File: config.mk
export PLATFORM = sky130hd
export DESIGN_NAME = bmsg_irq_rx
export DESIGN_NICKNAME = d
export VERILOG_FILES = /design/src/rtl/bmsg_irq_pkg.sv /design/src/rtl/bmsg_addr_match.sv /design/src/rtl/bmsg_code_decode.sv /design/src/rtl/bmsg_pend_bank.sv /design/src/rtl/bmsg_irq_rx.sv
export SDC_FILE = /design/constraint.sdc
export NUM_CORES = 1
export LEC_CHECK = 0
export ABC_CLOCK_PERIOD_IN_PS = 3000
export BUFFER_PORTS_ARGS = -buffer_cell sky130_fd_sc_hd__buf_2
export CAP_MARGIN = 20
export CORE_AREA = 2 2 39 41
export CTS_CLUSTER_SIZE = 40
export DETAILED_ROUTE_END_ITERATION = 7
export DIE_AREA = 0 0 41 43
export PLACE_DENSITY_LB_ADDON = 0.05
export SLEW_MARGIN = 20
export SYNTH_ARGS = -nofsm -noshare
export SYNTH_HDL_FRONTEND = slang
export SYNTH_HIERARCHICAL = 1
export SYNTH_SLANG_ARGS = --single-unit
File: constraint.sdc
create_clock -name clk -period 3 [get_ports clk]
set_input_delay 0.15 -clock clk [delete_from_list [all_inputs] [get_ports clk]]
set_output_delay 0.15 -clock clk [all_outputs]
set_load 0.03 [all_outputs]
File: src/rtl/bmsg_irq_pkg.sv
package bmsg_irq_pkg;
   // Result of address qualification for one bus cycle
   typedef enum logic [1:0] {
      SLOT_MISS   = 2'd0,
      SLOT_MASTER = 2'd1,
      SLOT_SLAVE  = 2'd2
   } slot_hit_e;

   // Decoded message fields
   typedef struct packed {
      logic       mark_ok;
      logic       upper_ok;
      logic [2:0] code;
   } msg_fields_t;
endpackage

File: src/rtl/bmsg_addr_match.sv
module bmsg_addr_match
   import bmsg_irq_pkg::*;
#(
   parameter int unsigned ADDR_W     = 16,
   parameter int unsigned TAG_W      = 4,
   parameter int unsigned PAGE_LSB   = 8,
   parameter logic [7:0]  PAGE       = 8'h09,
   parameter logic [3:0]  MASTER_TAG = 4'h0,
   parameter logic [3:0]  SLAVE_TAG  = 4'h8
) (
   input  logic [ADDR_W-1:0] addr,
   input  logic              role_slave,
   output slot_hit_e         hit
);
   localparam int unsigned PAGE_W = ADDR_W - PAGE_LSB;
   localparam int unsigned MID_W  = PAGE_LSB - TAG_W;

   logic page_ok;
   logic tag_m;
   logic tag_s;

   assign page_ok = (addr[ADDR_W-1:PAGE_LSB] == PAGE_W'(PAGE));
   assign tag_m   = (addr[TAG_W-1:0] == TAG_W'(MASTER_TAG));
   assign tag_s   = (addr[TAG_W-1:0] == TAG_W'(SLAVE_TAG));

   // middle nibble is a don't-care by definition
   logic unused_mid;
   assign unused_mid = &{1'b0, addr[TAG_W +: MID_W]};

   always_comb begin
      hit = SLOT_MISS;
      if (page_ok) begin
         if (!role_slave && tag_m)     hit = SLOT_MASTER;
         else if (role_slave && tag_s) hit = SLOT_SLAVE;
      end
   end
endmodule

File: src/rtl/bmsg_code_decode.sv
module bmsg_code_decode
   import bmsg_irq_pkg::*;
#(
   parameter int unsigned DATA_W     = 16,
   parameter int unsigned NUM_REQ    = 7,
   parameter int unsigned CODE_W     = 3,
   parameter int unsigned MARK_W     = 5,
   parameter logic [4:0]  MARK       = 5'b01111,
   parameter bit          UPPER_ZERO = 1'b1
) (
   input  logic [DATA_W-1:0]  data,
   input  logic               enable,
   output logic [NUM_REQ-1:0] set_vec
);
   localparam int unsigned USED_W = MARK_W + CODE_W;

   msg_fields_t f;

   assign f.mark_ok = (data[MARK_W-1:0] == MARK_W'(MARK));
   assign f.code    = 3'(data[MARK_W +: CODE_W]);

   generate
      if (DATA_W > USED_W) begin : g_upper
         if (UPPER_ZERO) begin : g_strict
            assign f.upper_ok = (data[DATA_W-1:USED_W] == '0);
         end else begin : g_loose
            logic unused_upper;
            assign unused_upper = &{1'b0, data[DATA_W-1:USED_W]};
            assign f.upper_ok   = 1'b1;
         end
      end else begin : g_no_upper
         assign f.upper_ok = 1'b1;
      end
   endgenerate

   logic accept;
   assign accept = enable & f.mark_ok & f.upper_ok;

   // line i answers to code value NUM_REQ-1-i; spare codes map to nothing
   generate
      for (genvar i = 0; i < NUM_REQ; i++) begin : g_line
         assign set_vec[i] = accept && (f.code == 3'(NUM_REQ - 1 - i));
      end
   endgenerate
endmodule

File: src/rtl/bmsg_pend_bank.sv
module bmsg_pend_bank #(
   parameter int unsigned NUM_REQ = 7
) (
   input  logic               clk,
   input  logic               rst_n,
   input  logic [NUM_REQ-1:0] set_vec,
   input  logic [NUM_REQ-1:0] clr_vec,
   output logic [NUM_REQ-1:0] pend
);
   generate
      for (genvar i = 0; i < NUM_REQ; i++) begin : g_flag
         always_ff @(posedge clk) begin
            if (!rst_n)          pend[i] <= 1'b0;
            else if (set_vec[i]) pend[i] <= 1'b1;   // set beats clear
            else if (clr_vec[i]) pend[i] <= 1'b0;
         end
      end
   endgenerate
endmodule

File: src/rtl/bmsg_irq_rx.sv
module bmsg_irq_rx
   import bmsg_irq_pkg::*;
#(
   parameter int unsigned ADDR_W     = 16,
   parameter int unsigned DATA_W     = 16,
   parameter int unsigned NUM_REQ    = 7,
   parameter int unsigned CODE_W     = 3,
   parameter int unsigned MARK_W     = 5,
   parameter logic [4:0]  MARK       = 5'b01111,
   parameter logic [7:0]  PAGE       = 8'h09,
   parameter logic [3:0]  MASTER_TAG = 4'h0,
   parameter logic [3:0]  SLAVE_TAG  = 4'h8,
   parameter bit          UPPER_ZERO = 1'b1
) (
   input  logic               clk,
   input  logic               rst_n,
   input  logic [ADDR_W-1:0]  bus_addr,
   input  logic [DATA_W-1:0]  bus_data,
   input  logic               bus_wr,
   input  logic               role_slave,
   input  logic [NUM_REQ-1:0] req_clr,
   output logic [NUM_REQ-1:0] req_out
);
   localparam int unsigned TAG_W    = 4;
   localparam int unsigned PAGE_LSB = 8;

   generate
      if (NUM_REQ > (1 << CODE_W) || NUM_REQ == 0) begin : g_bad_req
         $error("NUM_REQ must fit in the code field");
      end
      if (CODE_W != 3) begin : g_bad_code
         $error("CODE_W must be 3");
      end
      if (MARK_W + CODE_W > DATA_W || MARK_W > 5) begin : g_bad_mark
         $error("marker and code must fit in the data word");
      end
      if (ADDR_W <= PAGE_LSB) begin : g_bad_addr
         $error("ADDR_W too small for page field");
      end
   endgenerate

   slot_hit_e          hit;
   logic               wr_ok;
   logic [NUM_REQ-1:0] set_vec;

   bmsg_addr_match #(
      .ADDR_W     (ADDR_W),
      .TAG_W      (TAG_W),
      .PAGE_LSB   (PAGE_LSB),
      .PAGE       (PAGE),
      .MASTER_TAG (MASTER_TAG),
      .SLAVE_TAG  (SLAVE_TAG)
   ) u_match (
      .addr       (bus_addr),
      .role_slave (role_slave),
      .hit        (hit)
   );

   assign wr_ok = bus_wr && (hit != SLOT_MISS);

   bmsg_code_decode #(
      .DATA_W     (DATA_W),
      .NUM_REQ    (NUM_REQ),
      .CODE_W     (CODE_W),
      .MARK_W     (MARK_W),
      .MARK       (MARK),
      .UPPER_ZERO (UPPER_ZERO)
   ) u_decode (
      .data    (bus_data),
      .enable  (wr_ok),
      .set_vec (set_vec)
   );

   bmsg_pend_bank #(
      .NUM_REQ (NUM_REQ)
   ) u_pend (
      .clk     (clk),
      .rst_n   (rst_n),
      .set_vec (set_vec),
      .clr_vec (req_clr),
      .pend    (req_out)
   );
endmodule

# Word level (Yosys, flattened, before mapping)
# Cells that the tools add are included.
# Widths: inputs -> output; s select.
[op_classes]
n_reduce_logical = 22
eq_ne = 9
n_bitwise = 2
muxes = 17
[op_table]
columns = ["cell", "count"]
rows = [
  ["$reduce_bool 2->1", 8],
  ["$mux 1", 14],
  ["$logic_and 1x1->1", 10],
  ["$eq 3x3->1 const B", 3],
  ["$eq 8x4->1 const B", 1],
  ["$logic_not 8->1", 1],
  ["$eq 3x2->1 const B", 2],
  ["$mux 2", 3],
  ["$eq 5x4->1 const B", 1],
  ["$eq 4x4->1 const B", 1],
  ["$logic_not 4->1", 1],
  ["$eq 3x1->1 const B", 1],
  ["$logic_not 3->1", 1],
  ["$and 1x1->1", 2],
  ["$logic_not 1->1", 1],
]
[word_totals]
regBits = 7
out_inout_bits = 7
in_bits = 43
wordCells = 57

# Logic depth before layout (Yosys ltp)
[logic_depth]
word_depth = 11
ltp_mapped = 7
depth_no_buf = 7

# Cells and area by module
# The synthesis kept the hierarchy.
[modules_own_cells]
columns = ["module", "area_each_um2", "n_inst", "seq_area_each_um2", "cells_each"]
rows = [
  ["bmsg_pend_bank", 236.5, 1, 140.1, 21],
  ["bmsg_code_decode", 120.1, 1, 0.0, 17],
  ["bmsg_addr_match", 60.1, 1, 0.0, 7],
  ["bmsg_irq_rx", 7.5, 1, 0.0, 1],
]

# Worst setup path before layout
# No wires, ideal clock.
[synth_timing]
path_type = "input-to-reg"
startpoint = "in bus_addr[15]"
endpoint = "reg u_pend.pend[2]"
n_path_buf = 0
required_ns = 2.942
setup_time_ns = 0.058
setup_slack_ns = 1.211
stages = 7
arrival_time_ns = 1.731
path_cell_list = "or4_1 > nor4_2 > o21a_1 > and4b_1 > nand4_1 > nor3_1 > o21a_1"
[synth_between]
elab_chain_len = 8
elab_cells_between_ends = 9
classes_between = "eq/ne: 1; mux: 2; bitwise: 2; reduce/logical: 4"
[synth_rtl]
columns = ["item", "line", "rtl"]
rows = [
  ["start: declaration", "bmsg_irq_rx.sv:17", "input logic [ADDR_W-1:0] bus_addr,"],
  ["$eq 8x4->1 *", "bmsg_addr_match.sv:22", "assign page_ok = (addr[ADDR_W-1:PAGE_LSB] == PAGE_W'(PAGE));"],
  ["$mux 2 *", "bmsg_addr_match.sv:32", "if (page_ok) begin"],
  ["via hit[1]", "bmsg_irq_rx.sv:42", "slot_hit_e hit;"],
  ["$reduce_bool 2->1 *", "bmsg_irq_rx.sv:59", "assign wr_ok = bus_wr && (hit != SLOT_MISS);"],
  ["$logic_and 1x1->1 *", "bmsg_irq_rx.sv:59", ""],
  ["via wr_ok", "bmsg_irq_rx.sv:43", "logic wr_ok;"],
  ["$and 1x1->1 * (2 in series)", "bmsg_code_decode.sv:37", "assign accept = enable & f.mark_ok & f.upper_ok;"],
  ["$logic_and 1x1->1 *", "bmsg_code_decode.sv:42", "assign set_vec[i] = accept && (f.code == 3'(NUM_REQ - 1 - i));"],
  ["via set_vec[2]", "bmsg_irq_rx.sv:44", "logic [NUM_REQ-1:0] set_vec;"],
  ["$mux 1 / $reduce_bool 2->1 (equally long branches)", "--", ""],
  ["end signal: indexed assignment", "bmsg_pend_bank.sv:13", "if (!rst_n) pend[i] <= 1'b0;"],
  ["end signal: indexed assignment", "bmsg_pend_bank.sv:14", "else if (set_vec[i]) pend[i] <= 1'b1;"],
  ["end signal: indexed assignment", "bmsg_pend_bank.sv:15", "else if (clr_vec[i]) pend[i] <= 1'b0;"],
  ["end: declaration", "bmsg_pend_bank.sv:8", "output logic [NUM_REQ-1:0] pend"],
]
# The timed path passes the listed nets; every way through them passes the cells marked *.
# A chain may end at the register's enable or synchronous reset.

# Worst setup path after layout
[layout_timing]
startpoint = "in bus_addr[15]"
endpoint = "reg u_pend.pend[6]"
# Same word-level chain as after synthesis.

==> flow_summary.yaml <==
setup_path:
  critPathBufInv: 1
  path_cells: "buf_2, or4_1, nor4_2, o21a_1, and4b_1, nand4_2, nor3_1, o21a_1"
  startpoint_type: "input pin"
  critical_path_class: "in -> reg"
  reg2regPathDepth: 2
  cp.arrival_ps: 1950
  worstPathMaxFanout: 4
  crit_path_max_incr_delay_ps: 570
  cp.required_ps: 3190
  reg2reg_to: "u_pend/pend[4]"
  slowest_stage: "or4_1"
  end_kind: "flop"
  r2r-start: "u_pend/pend[4]"
  cp_common_cell: "o21a_1"
  r2r_slack_ps: 2320
  path_delay_family: "simple AND/OR/NAND/NOR gates"
route:
  wl_per_cell_um: 9.55
  dr.pass1.iters: 2
  drtIter0Drc: 6
  antenna_left: 0
  vias: 505
  wl_met2_um: 506
  drc: 0
  vias_per_cell: 4.55
  top_layer: "met3"
  routed_wirelength_mm: 1.06
  wl_met3_um: 136
  wl_met1_um: 417
clock_tree:
  cts_root_buf: "clkbuf_4"
  cts_tree: "built"
  clockBufferDepth: 2
  cts_hold_buf: 0
  clk_pin_slew_ps: 50
  cts.sinks: 7
  cts-resized-gates: 0
  clk_latency_ps: 240
  postCtsSetupRepairBufs: 0
  htree_num_levels: 1
  numCtsBuffers: 3
synthesis:
  synth.most_common_cell: "o21a_1"
  syn_avg_cell_area_um2: 9.22
  yosys.area_share.simple_pct: 52.8
  netlist_top_cells_area: "dfxtp_1 (33%), o21a_1 (14%), nor2b_1 (10%)"
  synth_top_area_share_pct: 33.0
  ys.flop_type: "dfxtp_1"
  synthArstFlopShare_pct: 0
  synth_xor_xnor_area_share_pct: 0
  synth_compound_area_share_pct: 14.2
  synthAdderAreaFrac_pct: 0
  synth_nets: 89
  synthMuxAreaShare_pct: 0
  synth.cell_area_um2: 424
  ys_ff_latch: 7
  synth.distinct_cells: 18
  yosys_warnings: 6
  syn_inst: 46
  synth_edf_count: 0
  synth_top_family_by_area: "simple AND/OR/NAND/NOR gates"
  synth_commonest_cells: "o21a_1 (8), dfxtp_1 (7), nor2b_1 (7)"
  synth_seq_area_share_pct: 33.0
  synth_area_leader_cell: "dfxtp_1"
sta:
  setup_viol: 0
  max_clock_freq_ghz: 0.569
  clock_skew_ps: 0
  hold_violations: 0
  relSlewSlack_pct: 83.5
  period_minus_slack_ps: 1760
  fin_crit_sh_pct: 58.6
  totalNegativeSetupSlack_ps: 0
  slew_violations: 0
  tightest_slew_ps: 246
  rsz0062_at_grt: "false"
layout:
  nFillCells: 135
  drive_above_1_share_pct: 55.8
  reg_top3: "u_pend/pend: 7 flops"
  syn_to_final_growth_pct: 64.0
  design_area_um2: 696
  nNetsFinal: 139
  largest_reg_flops: 7
  regMostFlops: "u_pend/pend"
  n_antenna_cell: 0
grt:
  grt.overflow.total: 0
  grt_pass1_wl_mm: 1.53
  grt_max_degree: 8
  grt_pass1_vias: 443
  antenna_found_initial: 0
  grt_use_total_pct: 12.2
run_status:
  status: "finished, final reports clean"
run:
  cap_violations: 0
place:
  hpwl_um: 923
  place.gp.congestion: 0.737
  port_buffers: 45
  dpl_cell_area_um2: 669
floorplanning:
  io_pins: 50
  dieArea_um2: 1760
  die_w_um: 41
  coreArea_um2: 1380
  rows: 14
  die_h_um: 43
  start_util_pct: 30.7
pwr:
  irDropWorstVdd_v: 0.000208
  p_leak_nw: 0.343
  power.total_uw: 211
  p_per_area_nw_per_um2: 303
worst_hold_path:
  hold_start: "rst_n"
  hold_path_depth: 2
  hold_path.class: "in -> reg"
  hold_end: "u_pend/pend[3]"
-- area by class of cell --
| class | instances | area [um2] | area share (%) |
|---|---|---|---|
| Timing Repair Buffer | 45 | 225 | 32.4 |
| Clock buffer | 4 | 26.3 | 3.78 |
| Tap cell | 16 | 20.0 | 2.88 |
| Multi-Input combinational cell | 39 | 284 | 40.8 |
| Sequential cell | 7 | 140 | 20.1 |
-- through the flow --
stage,hold WS (ps),utilization (%),std cells,worst slack (ps)
6_report,198,50.3,111,1240
2_1_floorplan,268,-,46,1210
3_3_place_gp,455,48.4,107,982
4_1_cts,194,50.3,111,1220
5_1_grt,197,50.3,111,1070
3_5_place_dp,454,48.4,107,966
-- cells by family (layout without fill, tap and decap cells) --
| kind of cell | count (synthesis) | count (layout) |
|---|---|---|
| AOI/OAI and AO/OA | 8 | 8 |
| and+or+nand+nor | 31 | 31 |
| buffers and inverters | 0 | 49 |
| DFF | 7 | 7 |
-- routing by layer --
metal | vias up | track usage (%)
met5 | - | 0
met4 | 0 | 6.00
met3 | 0 | 1.57
met2 | 27 | 21.9
met1 | 210 | 12.7
li1 | 268 | -
-- report_power, final --
part / switching [mW] / internal, mW
sequential: 0.000000000114 / 0.0931
combinational: 0.0134 / 0.0219
clock: 0.0320 / 0.0506
-- how the worst max path moves through the flow --
stage,start,to,slack (ps),cells past startpoint
2_1_floorplan,bus_addr[15],u_pend/pend[2],1210,7
3_3_place_gp,bus_addr[15],u_pend/pend[6],980,8
3_5_place_dp,bus_addr[15],u_pend/pend[6],970,8
4_1_cts,bus_addr[15],u_pend/pend[6],1220,8
5_1_grt,bus_addr[15],u_pend/pend[6],1070,8
6_report,bus_addr[15],u_pend/pend[6],1240,8
-- layout by cell type (no fill, tap or decap) --
master	count
nor4_2	1
buf_2	45
nor4_4	1
clkbuf_1	1
or3_1	1
o21a_1	8
dfxtp_1	7
nand4_2	1
nand2_1	2
or4_1	1
nor2b_1	7
nand2b_1	2
nor4b_2	1
and4bb_2	1
nand4bb_1	1
clkbuf_4	3
nor3b_1	1
and4b_1	1
nor3_1	3
nor2_1	6
nand4_1	1
Note: power is estimated with default switching activity, not from simulation.
